<file path="config.mk">
export PLATFORM = sky130hd
export DESIGN_NAME = dma_chan_engine
export DESIGN_NICKNAME = d
export VERILOG_FILES = /design/src/rtl/dma_chan_pkg.sv /design/src/rtl/dma_ptr.sv /design/src/rtl/dma_xfer_ctl.sv /design/src/rtl/dma_flag_unit.sv /design/src/rtl/dma_chan_engine.sv
export SDC_FILE = /design/constraint.sdc
export NUM_CORES = 1
export LEC_CHECK = 0
export BUFFER_PORTS_ARGS = -buffer_cell sky130_fd_sc_hd__buf_2
export CAP_MARGIN = 10
export CELL_PAD_IN_SITES_DETAIL_PLACEMENT = 1
export CELL_PAD_IN_SITES_GLOBAL_PLACEMENT = 2
export CORE_MARGIN = 4
export CORE_UTILIZATION = 30
export DETAILED_ROUTE_END_ITERATION = 7
export PLACE_DENSITY_LB_ADDON = 0.1
export SKIP_LAST_GASP = 1
export SYNTH_ARGS = -nofsm -noshare
export SYNTH_HDL_FRONTEND = slang
export SYNTH_HIERARCHICAL = 1
export SYNTH_SLANG_ARGS = --single-unit
</file>
<file path="constraint.sdc">
create_clock -name clk -period 3.15 [get_ports clk]
set_clock_uncertainty 0.2 [all_clocks]
set_input_delay 0 -clock clk [delete_from_list [all_inputs] [get_ports clk]]
set_output_delay 0 -clock clk [all_outputs]
set_load 0.03 [all_outputs]
</file>
<file path="src/rtl/dma_chan_pkg.sv">
package dma_chan_pkg;

    localparam int unsigned WORD_W = 32;

    typedef enum logic [1:0] {
        SZ_BYTE = 2'b00,
        SZ_HALF = 2'b01,
        SZ_WORD = 2'b10,
        SZ_RSVD = 2'b11
    } item_size_e;

    typedef enum logic [1:0] {
        ST_IDLE,
        ST_READ,
        ST_WRITE,
        ST_ACK
    } xfer_state_e;

    typedef struct packed {
        logic       to_periph;
        logic       p_inc;
        logic       m_inc;
        item_size_e p_size;
        item_size_e m_size;
        logic       circular;
        logic       ht_ie;
        logic       tc_ie;
        logic       te_ie;
        logic       enable;
    } chan_mode_t;

    // byte stride of one item
    function automatic logic [2:0] size_step(item_size_e s);
        case (s)
            SZ_BYTE: return 3'd1;
            SZ_HALF: return 3'd2;
            default: return 3'd4;
        endcase
    endfunction

    function automatic logic [WORD_W-1:0] lane_mask(item_size_e s);
        case (s)
            SZ_BYTE: return 32'h0000_00FF;
            SZ_HALF: return 32'h0000_FFFF;
            default: return 32'hFFFF_FFFF;
        endcase
    endfunction

    // keep the source item, then cut it to the destination width
    function automatic logic [WORD_W-1:0] fit_item(logic [WORD_W-1:0] d,
                                                   item_size_e src,
                                                   item_size_e dst);
        return d & lane_mask(src) & lane_mask(dst);
    endfunction

endpackage

</file>
<file path="src/rtl/dma_ptr.sv">
module dma_ptr
    import dma_chan_pkg::*;
#(
    parameter int unsigned ADDR_W = 32
) (
    input  logic              clk,
    input  logic              rst,
    input  logic              load,
    input  logic [ADDR_W-1:0] base_in,
    input  logic              advance,
    input  logic              rewind,
    input  logic              inc_en,
    input  item_size_e        size,
    output logic [ADDR_W-1:0] addr
);

    logic [ADDR_W-1:0] base_q;
    logic [ADDR_W-1:0] cur_q;

    always_ff @(posedge clk) begin
        if (rst) begin
            base_q <= '0;
            cur_q  <= '0;
        end else if (load) begin
            base_q <= base_in;
            cur_q  <= base_in;
        end else if (rewind) begin
            cur_q <= base_q;
        end else if (advance && inc_en) begin
            cur_q <= cur_q + ADDR_W'(size_step(size));
        end
    end

    assign addr = cur_q;

    // a side without increment keeps its address across an item
    p_fixed_side_r4: assert property (@(posedge clk) disable iff (rst)
        (advance && !inc_en && !load && !rewind) |=> $stable(addr));

    // a rewind returns the pointer to its programmed base
    p_rewind_base_r6: assert property (@(posedge clk) disable iff (rst)
        (rewind && !load) |=> (addr == base_q));

endmodule

</file>
<file path="src/rtl/dma_xfer_ctl.sv">
module dma_xfer_ctl
    import dma_chan_pkg::*;
(
    input  logic clk,
    input  logic rst,
    input  logic abort,
    input  logic go,
    input  logic periph_req,
    input  logic bus_ready,
    input  logic bus_err,
    output logic periph_ack,
    output logic bus_req,
    output logic bus_write,
    output logic rd_done,
    output logic wr_done,
    output logic xfer_err
);

    xfer_state_e state_q, state_d;

    always_comb begin
        state_d = state_q;
        case (state_q)
            ST_IDLE:  if (go && periph_req) state_d = ST_READ;
            ST_READ:  if (bus_err) state_d = ST_IDLE;
                      else if (bus_ready) state_d = ST_WRITE;
            ST_WRITE: if (bus_err) state_d = ST_IDLE;
                      else if (bus_ready) state_d = ST_ACK;
            ST_ACK:   if (!periph_req) state_d = ST_IDLE;
            default:  state_d = ST_IDLE;
        endcase
        if (abort) state_d = ST_IDLE;
    end

    always_ff @(posedge clk) begin
        if (rst) state_q <= ST_IDLE;
        else     state_q <= state_d;
    end

    assign bus_req    = (state_q == ST_READ) || (state_q == ST_WRITE);
    assign bus_write  = (state_q == ST_WRITE);
    assign periph_ack = (state_q == ST_ACK);
    assign rd_done    = (state_q == ST_READ)  && bus_ready && !bus_err;
    assign wr_done    = (state_q == ST_WRITE) && bus_ready && !bus_err;
    assign xfer_err   = bus_req && bus_err;

    // acknowledge is held for as long as the request stays up
    p_ack_hold_r1: assert property (@(posedge clk) disable iff (rst)
        (periph_ack && periph_req && !abort) |=> periph_ack);

    // no bus traffic while the handshake is closing
    p_ack_quiet_r1: assert property (@(posedge clk) disable iff (rst)
        periph_ack |-> !bus_req);

    // acknowledge only follows a completed write
    p_ack_after_write_r1: assert property (@(posedge clk) disable iff (rst)
        $rose(periph_ack) |-> $past(wr_done));

    // a stalled access keeps its command
    p_stall_cmd_r13: assert property (@(posedge clk) disable iff (rst)
        (bus_req && !bus_ready && !bus_err && !abort) |=> (bus_req && $stable(bus_write)));

endmodule

</file>
<file path="src/rtl/dma_flag_unit.sv">
module dma_flag_unit (
    input  logic       clk,
    input  logic       rst,
    input  logic       set_ht,
    input  logic       set_tc,
    input  logic       set_te,
    input  logic [2:0] clr,
    input  logic       ht_ie,
    input  logic       tc_ie,
    input  logic       te_ie,
    output logic       flag_ht,
    output logic       flag_tc,
    output logic       flag_te,
    output logic       irq
);

    logic [2:0] flags_q;
    logic [2:0] sets;

    assign sets = {set_te, set_tc, set_ht};

    always_ff @(posedge clk) begin
        if (rst) flags_q <= '0;
        else     flags_q <= (flags_q & ~clr) | sets;
    end

    assign flag_ht = flags_q[0];
    assign flag_tc = flags_q[1];
    assign flag_te = flags_q[2];
    assign irq     = |(flags_q & {te_ie, tc_ie, ht_ie});

    // a set flag survives until its clear bit is written
    p_sticky_ht_r11: assert property (@(posedge clk) disable iff (rst)
        (flag_ht && !clr[0]) |=> flag_ht);
    p_sticky_tc_r11: assert property (@(posedge clk) disable iff (rst)
        (flag_tc && !clr[1]) |=> flag_tc);
    p_sticky_te_r11: assert property (@(posedge clk) disable iff (rst)
        (flag_te && !clr[2]) |=> flag_te);

endmodule

</file>
<file path="src/rtl/dma_chan_engine.sv">
module dma_chan_engine
    import dma_chan_pkg::*;
#(
    parameter int unsigned ADDR_W = 32,
    parameter int unsigned CNT_W  = 16
) (
    input  logic              clk,
    input  logic              rst,
    input  logic              cfg_we,
    input  logic [ADDR_W-1:0] cfg_paddr,
    input  logic [ADDR_W-1:0] cfg_maddr,
    input  logic [CNT_W-1:0]  cfg_count,
    input  logic              cfg_to_periph,
    input  logic              cfg_pinc,
    input  logic              cfg_minc,
    input  logic [1:0]        cfg_psize,
    input  logic [1:0]        cfg_msize,
    input  logic              cfg_circular,
    input  logic              cfg_ht_ie,
    input  logic              cfg_tc_ie,
    input  logic              cfg_te_ie,
    input  logic              cfg_enable,
    input  logic [2:0]        flag_clr,
    input  logic              periph_req,
    output logic              periph_ack,
    output logic              bus_req,
    output logic              bus_write,
    output logic [ADDR_W-1:0] bus_addr,
    output logic [1:0]        bus_size,
    output logic [31:0]       bus_wdata,
    input  logic [31:0]       bus_rdata,
    input  logic              bus_ready,
    input  logic              bus_err,
    output logic              flag_ht,
    output logic              flag_tc,
    output logic              flag_te,
    output logic              irq,
    output logic [CNT_W-1:0]  remaining,
    output logic              chan_enabled
);

    localparam int unsigned NSIDE  = 2;   // 0: peripheral, 1: memory
    localparam int unsigned SIDE_P = 0;
    localparam int unsigned SIDE_M = 1;

    chan_mode_t         mode_q;
    logic [CNT_W-1:0]   init_q;
    logic [CNT_W-1:0]   count_q;
    logic [WORD_W-1:0]  hold_q;

    logic rd_done, wr_done, xfer_err;
    logic last_item, wrap, go;
    logic [CNT_W-1:0] ht_point, done_after;
    logic src_idx, dst_idx;
    item_size_e src_size, dst_size;

    logic [ADDR_W-1:0] side_base [NSIDE];
    logic [ADDR_W-1:0] side_addr [NSIDE];
    logic              side_inc  [NSIDE];
    item_size_e        side_size [NSIDE];

    assign side_base[SIDE_P] = cfg_paddr;
    assign side_base[SIDE_M] = cfg_maddr;
    assign side_inc[SIDE_P]  = mode_q.p_inc;
    assign side_inc[SIDE_M]  = mode_q.m_inc;
    assign side_size[SIDE_P] = mode_q.p_size;
    assign side_size[SIDE_M] = mode_q.m_size;

    // configuration and item counter
    always_ff @(posedge clk) begin
        if (rst) begin
            mode_q  <= '0;
            init_q  <= '0;
            count_q <= '0;
        end else if (cfg_we) begin
            mode_q.to_periph <= cfg_to_periph;
            mode_q.p_inc     <= cfg_pinc;
            mode_q.m_inc     <= cfg_minc;
            mode_q.p_size    <= item_size_e'(cfg_psize);
            mode_q.m_size    <= item_size_e'(cfg_msize);
            mode_q.circular  <= cfg_circular;
            mode_q.ht_ie     <= cfg_ht_ie;
            mode_q.tc_ie     <= cfg_tc_ie;
            mode_q.te_ie     <= cfg_te_ie;
            mode_q.enable    <= cfg_enable;
            init_q           <= cfg_count;
            count_q          <= cfg_count;
        end else if (xfer_err) begin
            mode_q.enable <= 1'b0;
        end else if (wr_done) begin
            count_q <= wrap ? init_q : (count_q - CNT_W'(1));
        end
    end

    assign last_item  = (count_q == CNT_W'(1));
    assign wrap       = wr_done && last_item && mode_q.circular;
    assign go         = mode_q.enable && (count_q != '0);
    assign ht_point   = ((init_q >> 1) == '0) ? CNT_W'(1) : (init_q >> 1);
    assign done_after = init_q - count_q + CNT_W'(1);

    assign src_idx  = mode_q.to_periph;
    assign dst_idx  = !mode_q.to_periph;
    assign src_size = side_size[src_idx];
    assign dst_size = side_size[dst_idx];

    generate
        for (genvar g = 0; g < NSIDE; g++) begin : g_side
            dma_ptr #(.ADDR_W(ADDR_W)) u_ptr (
                .clk     (clk),
                .rst     (rst),
                .load    (cfg_we),
                .base_in (side_base[g]),
                .advance (wr_done && !cfg_we),
                .rewind  (wrap && !cfg_we),
                .inc_en  (side_inc[g]),
                .size    (side_size[g]),
                .addr    (side_addr[g])
            );
        end
    endgenerate

    dma_xfer_ctl u_ctl (
        .clk        (clk),
        .rst        (rst),
        .abort      (cfg_we),
        .go         (go),
        .periph_req (periph_req),
        .bus_ready  (bus_ready),
        .bus_err    (bus_err),
        .periph_ack (periph_ack),
        .bus_req    (bus_req),
        .bus_write  (bus_write),
        .rd_done    (rd_done),
        .wr_done    (wr_done),
        .xfer_err   (xfer_err)
    );

    // holding register between the two accesses
    always_ff @(posedge clk) begin
        if (rst)          hold_q <= '0;
        else if (rd_done) hold_q <= fit_item(bus_rdata, src_size, dst_size);
    end

    dma_flag_unit u_flags (
        .clk     (clk),
        .rst     (rst),
        .set_ht  (wr_done && !cfg_we && (done_after == ht_point)),
        .set_tc  (wr_done && !cfg_we && last_item),
        .set_te  (xfer_err && !cfg_we),
        .clr     (flag_clr),
        .ht_ie   (mode_q.ht_ie),
        .tc_ie   (mode_q.tc_ie),
        .te_ie   (mode_q.te_ie),
        .flag_ht (flag_ht),
        .flag_tc (flag_tc),
        .flag_te (flag_te),
        .irq     (irq)
    );

    assign bus_addr     = bus_write ? side_addr[dst_idx] : side_addr[src_idx];
    assign bus_size     = bus_write ? dst_size : src_size;
    assign bus_wdata    = hold_q;
    assign remaining    = count_q;
    assign chan_enabled = mode_q.enable;

    // a clean item removes exactly one from the count
    p_count_step_r3: assert property (@(posedge clk) disable iff (rst)
        (wr_done && !cfg_we && (count_q > CNT_W'(1))) |=> (remaining == $past(remaining) - CNT_W'(1)));

    // the last item of a circular pass restores the full count
    p_wrap_reload_r6: assert property (@(posedge clk) disable iff (rst)
        (wr_done && !cfg_we && last_item && mode_q.circular) |=> (remaining == init_q));

    // a bus error stops the channel and flags it, count untouched
    p_err_stop_r10: assert property (@(posedge clk) disable iff (rst)
        (xfer_err && !cfg_we) |=> (!chan_enabled && flag_te && $stable(remaining)));

    // a disabled channel does not drive the bus
    p_idle_when_off_r9: assert property (@(posedge clk) disable iff (rst)
        !chan_enabled |-> !bus_req);

    // a stalled access keeps its address
    p_stall_addr_r13: assert property (@(posedge clk) disable iff (rst)
        (bus_req && !bus_ready && !bus_err && !cfg_we) |=> $stable(bus_addr));

endmodule

</file>
==> reports/summary.md <==
The most frequent standard cell in the layout excluding fill and tap cells is dlygate4sd3_1. The run gives 0 as the count of final max-slew check failures. Setup repair after global routing could not meet its margin everywhere. The relative area change from synthesis to final layout was 51.9%. The most used flip-flop cell after synthesis is dfxtp_1. Top cell type by total area after synthesis: dfxtp_1.

The logs give 0.303 for the effective utilization at floorplan and 44500 um2 for the area enclosed by the die boundary. For this design the total switching power over the nets is 2.37 mW. The internal power of the cells totals 5.74 mW.

Dividing the synthesized area by the synthesized cell count gives 8.26 um2. Final weighted congestion in routability-driven placement: 0.830. Data arrival time of the worst path: 3.44 ns. STA classifies the critical path startpoint as a flop.

Summed over all cells, the static leakage comes to 8.05 nW. The transition time at the pin with the least slew margin is 0.777 ns. The clock network power share is 0.416. Standard cell core area: 40700 um2.

In the routed design, unresolved DRC markers number 0. For the proportion of power drawn by flip-flops and latches, the log shows 0.358. The instance area after placement was 14700 um2. Once detailed placement completed, the half-perimeter wirelength came to 36500 um. Clock latency on the worst-skew pair, taken at its later pin, is 0.57 ns.

Timing analysis after detailed placement gives a worst setup slack of -0.308 ns. For the TritonCTS buffer count, the log shows 28. For the maximum clock path buffer count, the log shows 3. The post-synthesis sequential area ratio was 0.339; the maximum level of the CTS H-tree was 1.

The worst setup path is of the flop to flop kind. The fraction of final layout cells with drive strength greater than 1 is 0.247, and the post-route cell area is 18800 um2. The post-route clock period utilization works out to 0.997. After floorplanning, the core was divided into 74 placement rows. In the routed layout, each cell is associated on average with a via count of 5.26.

After clock tree synthesis, the clock-pin slew on the worst setup and hold paths is 0.06 ns. Summed over all layers, the routed wires come to 53800 um. Adder and majority gate portion of the synthesized area: 0.0464.

The count of flip-flops with a built-in enable after synthesis works out to 0. The first-pass GRT wire length came out at 82800 um. The maximum fanout along the worst path was 3.

In this run the remaining antenna-violating nets after routing total 0. The setup check on the worst reg-to-reg path leaves a slack of 0.01 ns. By area the synthesized netlist is led by dfxtp_1, mux2i_1, nor2_1.

The pin count of the biggest net entering global routing is 100. The tools report the number of antenna violations at the first check in global routing as 4. At the end of the flow, the number of nets in the layout was 2233. Counting distinct cell types in the post-synthesis netlist gives 79. Number of violations reported at the end of detailed-routing iteration 0: 611. The area share of xor/xnor cells in the synthesized design is 0.0269, and the die height is 211 um. The clock drives 209 sinks.

After synthesis, the largest family of logic cells by area is simple AND/OR/NAND/NOR gates. The class of the tightest hold or removal check was input port to flop. The compound-gate portion of the synthesized area is 0.196, and the I/O pin count is 223.

STA classifies the critical path endpoint as a flop. The simple-gate share of the synthesized area is 0.233. Measured in cells, the most critical reg-to-reg path has a length of 15. Startpoint of the most critical setup path: init_q[1]. Counting I/O delays and the setup requirement, the final critical path takes 3.14 ns. The logs give 1496 for the instance count of the mapped netlist and 0 for the global route total overflow. The power per standard cell area works out to 432 nW/um2. The tools report the post-synthesis instance area as 12400 um2. The worst register-to-register path ends at u_flags/flags_q[0].

The die width was 211 um. Capture point of the critical path: u_flags/flags_q[0]. The worst path meets setup with 0.0102 ns of slack. The top cell types in the final layout, fill and taps aside, are dlygate4sd3_1, buf_2, dfxtp_1.

TritonCTS built the clock tree. The multiplexer share of the synthesized area was 0.115. The flow ran to the end, and the final reports show no timing, DRC or antenna violations. Setup violations remaining at the end of the flow were counted as 0. The number of failing hold endpoints at the final stage came out at 0. The logs give 14.6k for the via count of the first global-routing pass and 0 for the max capacitance violation total. The wire length per cell works out to 20.6 um. For the overall via count from detail_route, the log shows 13.7k.

The area share of the leading cell type in the synthesized netlist was 0.339. The async set-or-reset flop fraction in the synthesized netlist was 0. The achievable clock frequency is 0.318 GHz, and the switching portion of total power is 0.292. The highest ir drop seen on vdd is 0.336 mV, and the fill cell total of the finished layout is 4794. For this run, the number of Yosys warnings is 6.

The total of buffers placed on input and output ports came out at 222. The root buffer cell chosen for the clock tree is clkbuf_16. The number of flip-flops and latches in the synthesized netlist was 209. The worst register-to-register path begins at init_q[1]. For the worst setup path, the data required time is 3.45 ns.

Counting every net in the synthesized netlist gives 1673. The global routing usage summed across all routing layers is 0.231, and the combinational share of power is 0.225. The worst-case headroom to the max-slew limit was 0.482; the number of optimization iterations in the first detailed-route pass was 5.
## per-stage QoR
step | cells | hold WS (ns) | power (mW) | util | setup TNS [ns]
floorplan | 1496 | -0.132 | 3.84 | - | -0.0435
global placement | 2273 | 0.0268 | 4.40 | 0.361 | -0.211
detailed placement | 2273 | 0.0382 | 4.44 | 0.361 | -0.308
CTS | 2596 | 0.0559 | 8.13 | 0.454 | -0.0997
global route | 2608 | 0.0753 | 8.47 | 0.461 | -0.164
finish | 2608 | 0.0756 | 8.11 | 0.461 | 0
## cell type report
| class | instances | area, um2 | share of cell area |
|---|---|---|---|
| diodes | 1 | 2.50 | 0.000133 |
| clock buffers | 39 | 833 | 0.0444 |
| clock inverters | 10 | 130 | 0.00693 |
| repair buffers | 616 | 4870 | 0.260 |
| inverters | 48 | 180 | 0.00960 |
| multi-input cells | 1153 | 7870 | 0.420 |
| flip-flops and latches | 209 | 4200 | 0.224 |
| well taps | 532 | 666 | 0.0355 |
## power by group through the flow
stage                     combinational (mW)  clock (mW)  sequential [mW]
after floorplan                        0.878           0             2.96
after global placement                  1.45           0             2.95
after detailed placement                1.48           0             2.96
after CTS                               1.78        3.45             2.90
final                                   1.83        3.37             2.90
after global routing                    1.99        3.56             2.92
## state kept, by name, summed over array words and instances, names as in the netlist
name                 cells
g_side.u_ptr/addr       64
g_side.u_ptr/base_q     64
bus_wdata               32
init_q                  16
remaining               16
mode_q                  10
u_flags/flags_q          3
u_ctl/state_q            2
chan_enabled             1
src_idx                  1
## what timing repair did
| action | in CTS | in global routing |
|---|---|---|
| gates cloned | 0 | 3 |
| endpoints found under the hold margin | 209 | 0 |
| setup buffers | 7 | 8 |
| hold buffers | 267 | 0 |
| resized for setup | 17 | 33 |
| pin swaps | 10 | 12 |
| endpoints found under the setup margin | 3 | 35 |
## critical path: stages, from the launching register on
cell	delay [ns]
dfxtp_2	0.33
inv_2	0.05
ha_4	0.25
inv_2	0.04
ha_4	0.16
buf_6	0.11
a211oi_4	0.25
o21bai_2	0.10
o41a_1	0.35
buf_4	0.16
xnor2_2	0.13
nor4_2	0.30
o2111ai_1	0.18
a2111oi_2	0.25
inv_1	0.08
a21oi_1	0.13
## kinds of logic (layout without fill, tap and decap cells)
logic type | Yosys count | in the layout
other | 0 | 1
adders and majority gates | 44 | 44
DFF | 209 | 209
and+or+nand+nor | 579 | 579
AOI/OAI and AO/OA | 355 | 355
buffers and inverters | 134 | 713
muxes | 137 | 137
xor gates and xnor gates | 38 | 38
## per-layer routing
metal  wire length [um]  global-route usage  up-vias
met1              23200               0.290     6776
met5                 35                   0        -
li1                   -                   -     6609
met2              26800               0.412      268
met4                899              0.0452        6
met3               2790              0.0474       67
## synth_stat cells (all sizes together), types with 11 or more instances
cell    instances
o22ai          11
nor3           44
buf            27
and2           16
o211ai         12
nand4          16
dfxtp         209
nor4           38
nand2b         23
xnor2          25
a211o          13
clkbuf         59
ha             41
mux2           38
a21oi         127
mux2i          99
xor2           13
nor2          197
a22oi          17
a211oi         31
o21ai          37
nor2b          37
nand2         114
nand3          39
inv            46
## how the worst min path moves through the flow
stage / startpoint / endpoint / slack [ns] / depth (start not counted)
2_1_floorplan: cfg_we / u_ctl/state_q[1] / -0.13 / 1
3_3_place_gp: bus_rdata[26] / bus_wdata[26] / 0.03 / 3
3_5_place_dp: bus_rdata[25] / bus_wdata[25] / 0.04 / 3
4_1_cts: cfg_count[6] / remaining[6] / 0.06 / 4
5_1_grt: cfg_paddr[11] / g_side[0].u_ptr/base_q[11] / 0.08 / 4
6_report: cfg_paddr[1] / g_side[0].u_ptr/base_q[1] / 0.08 / 4
Note: power is estimated with default switching activity, not from simulation.
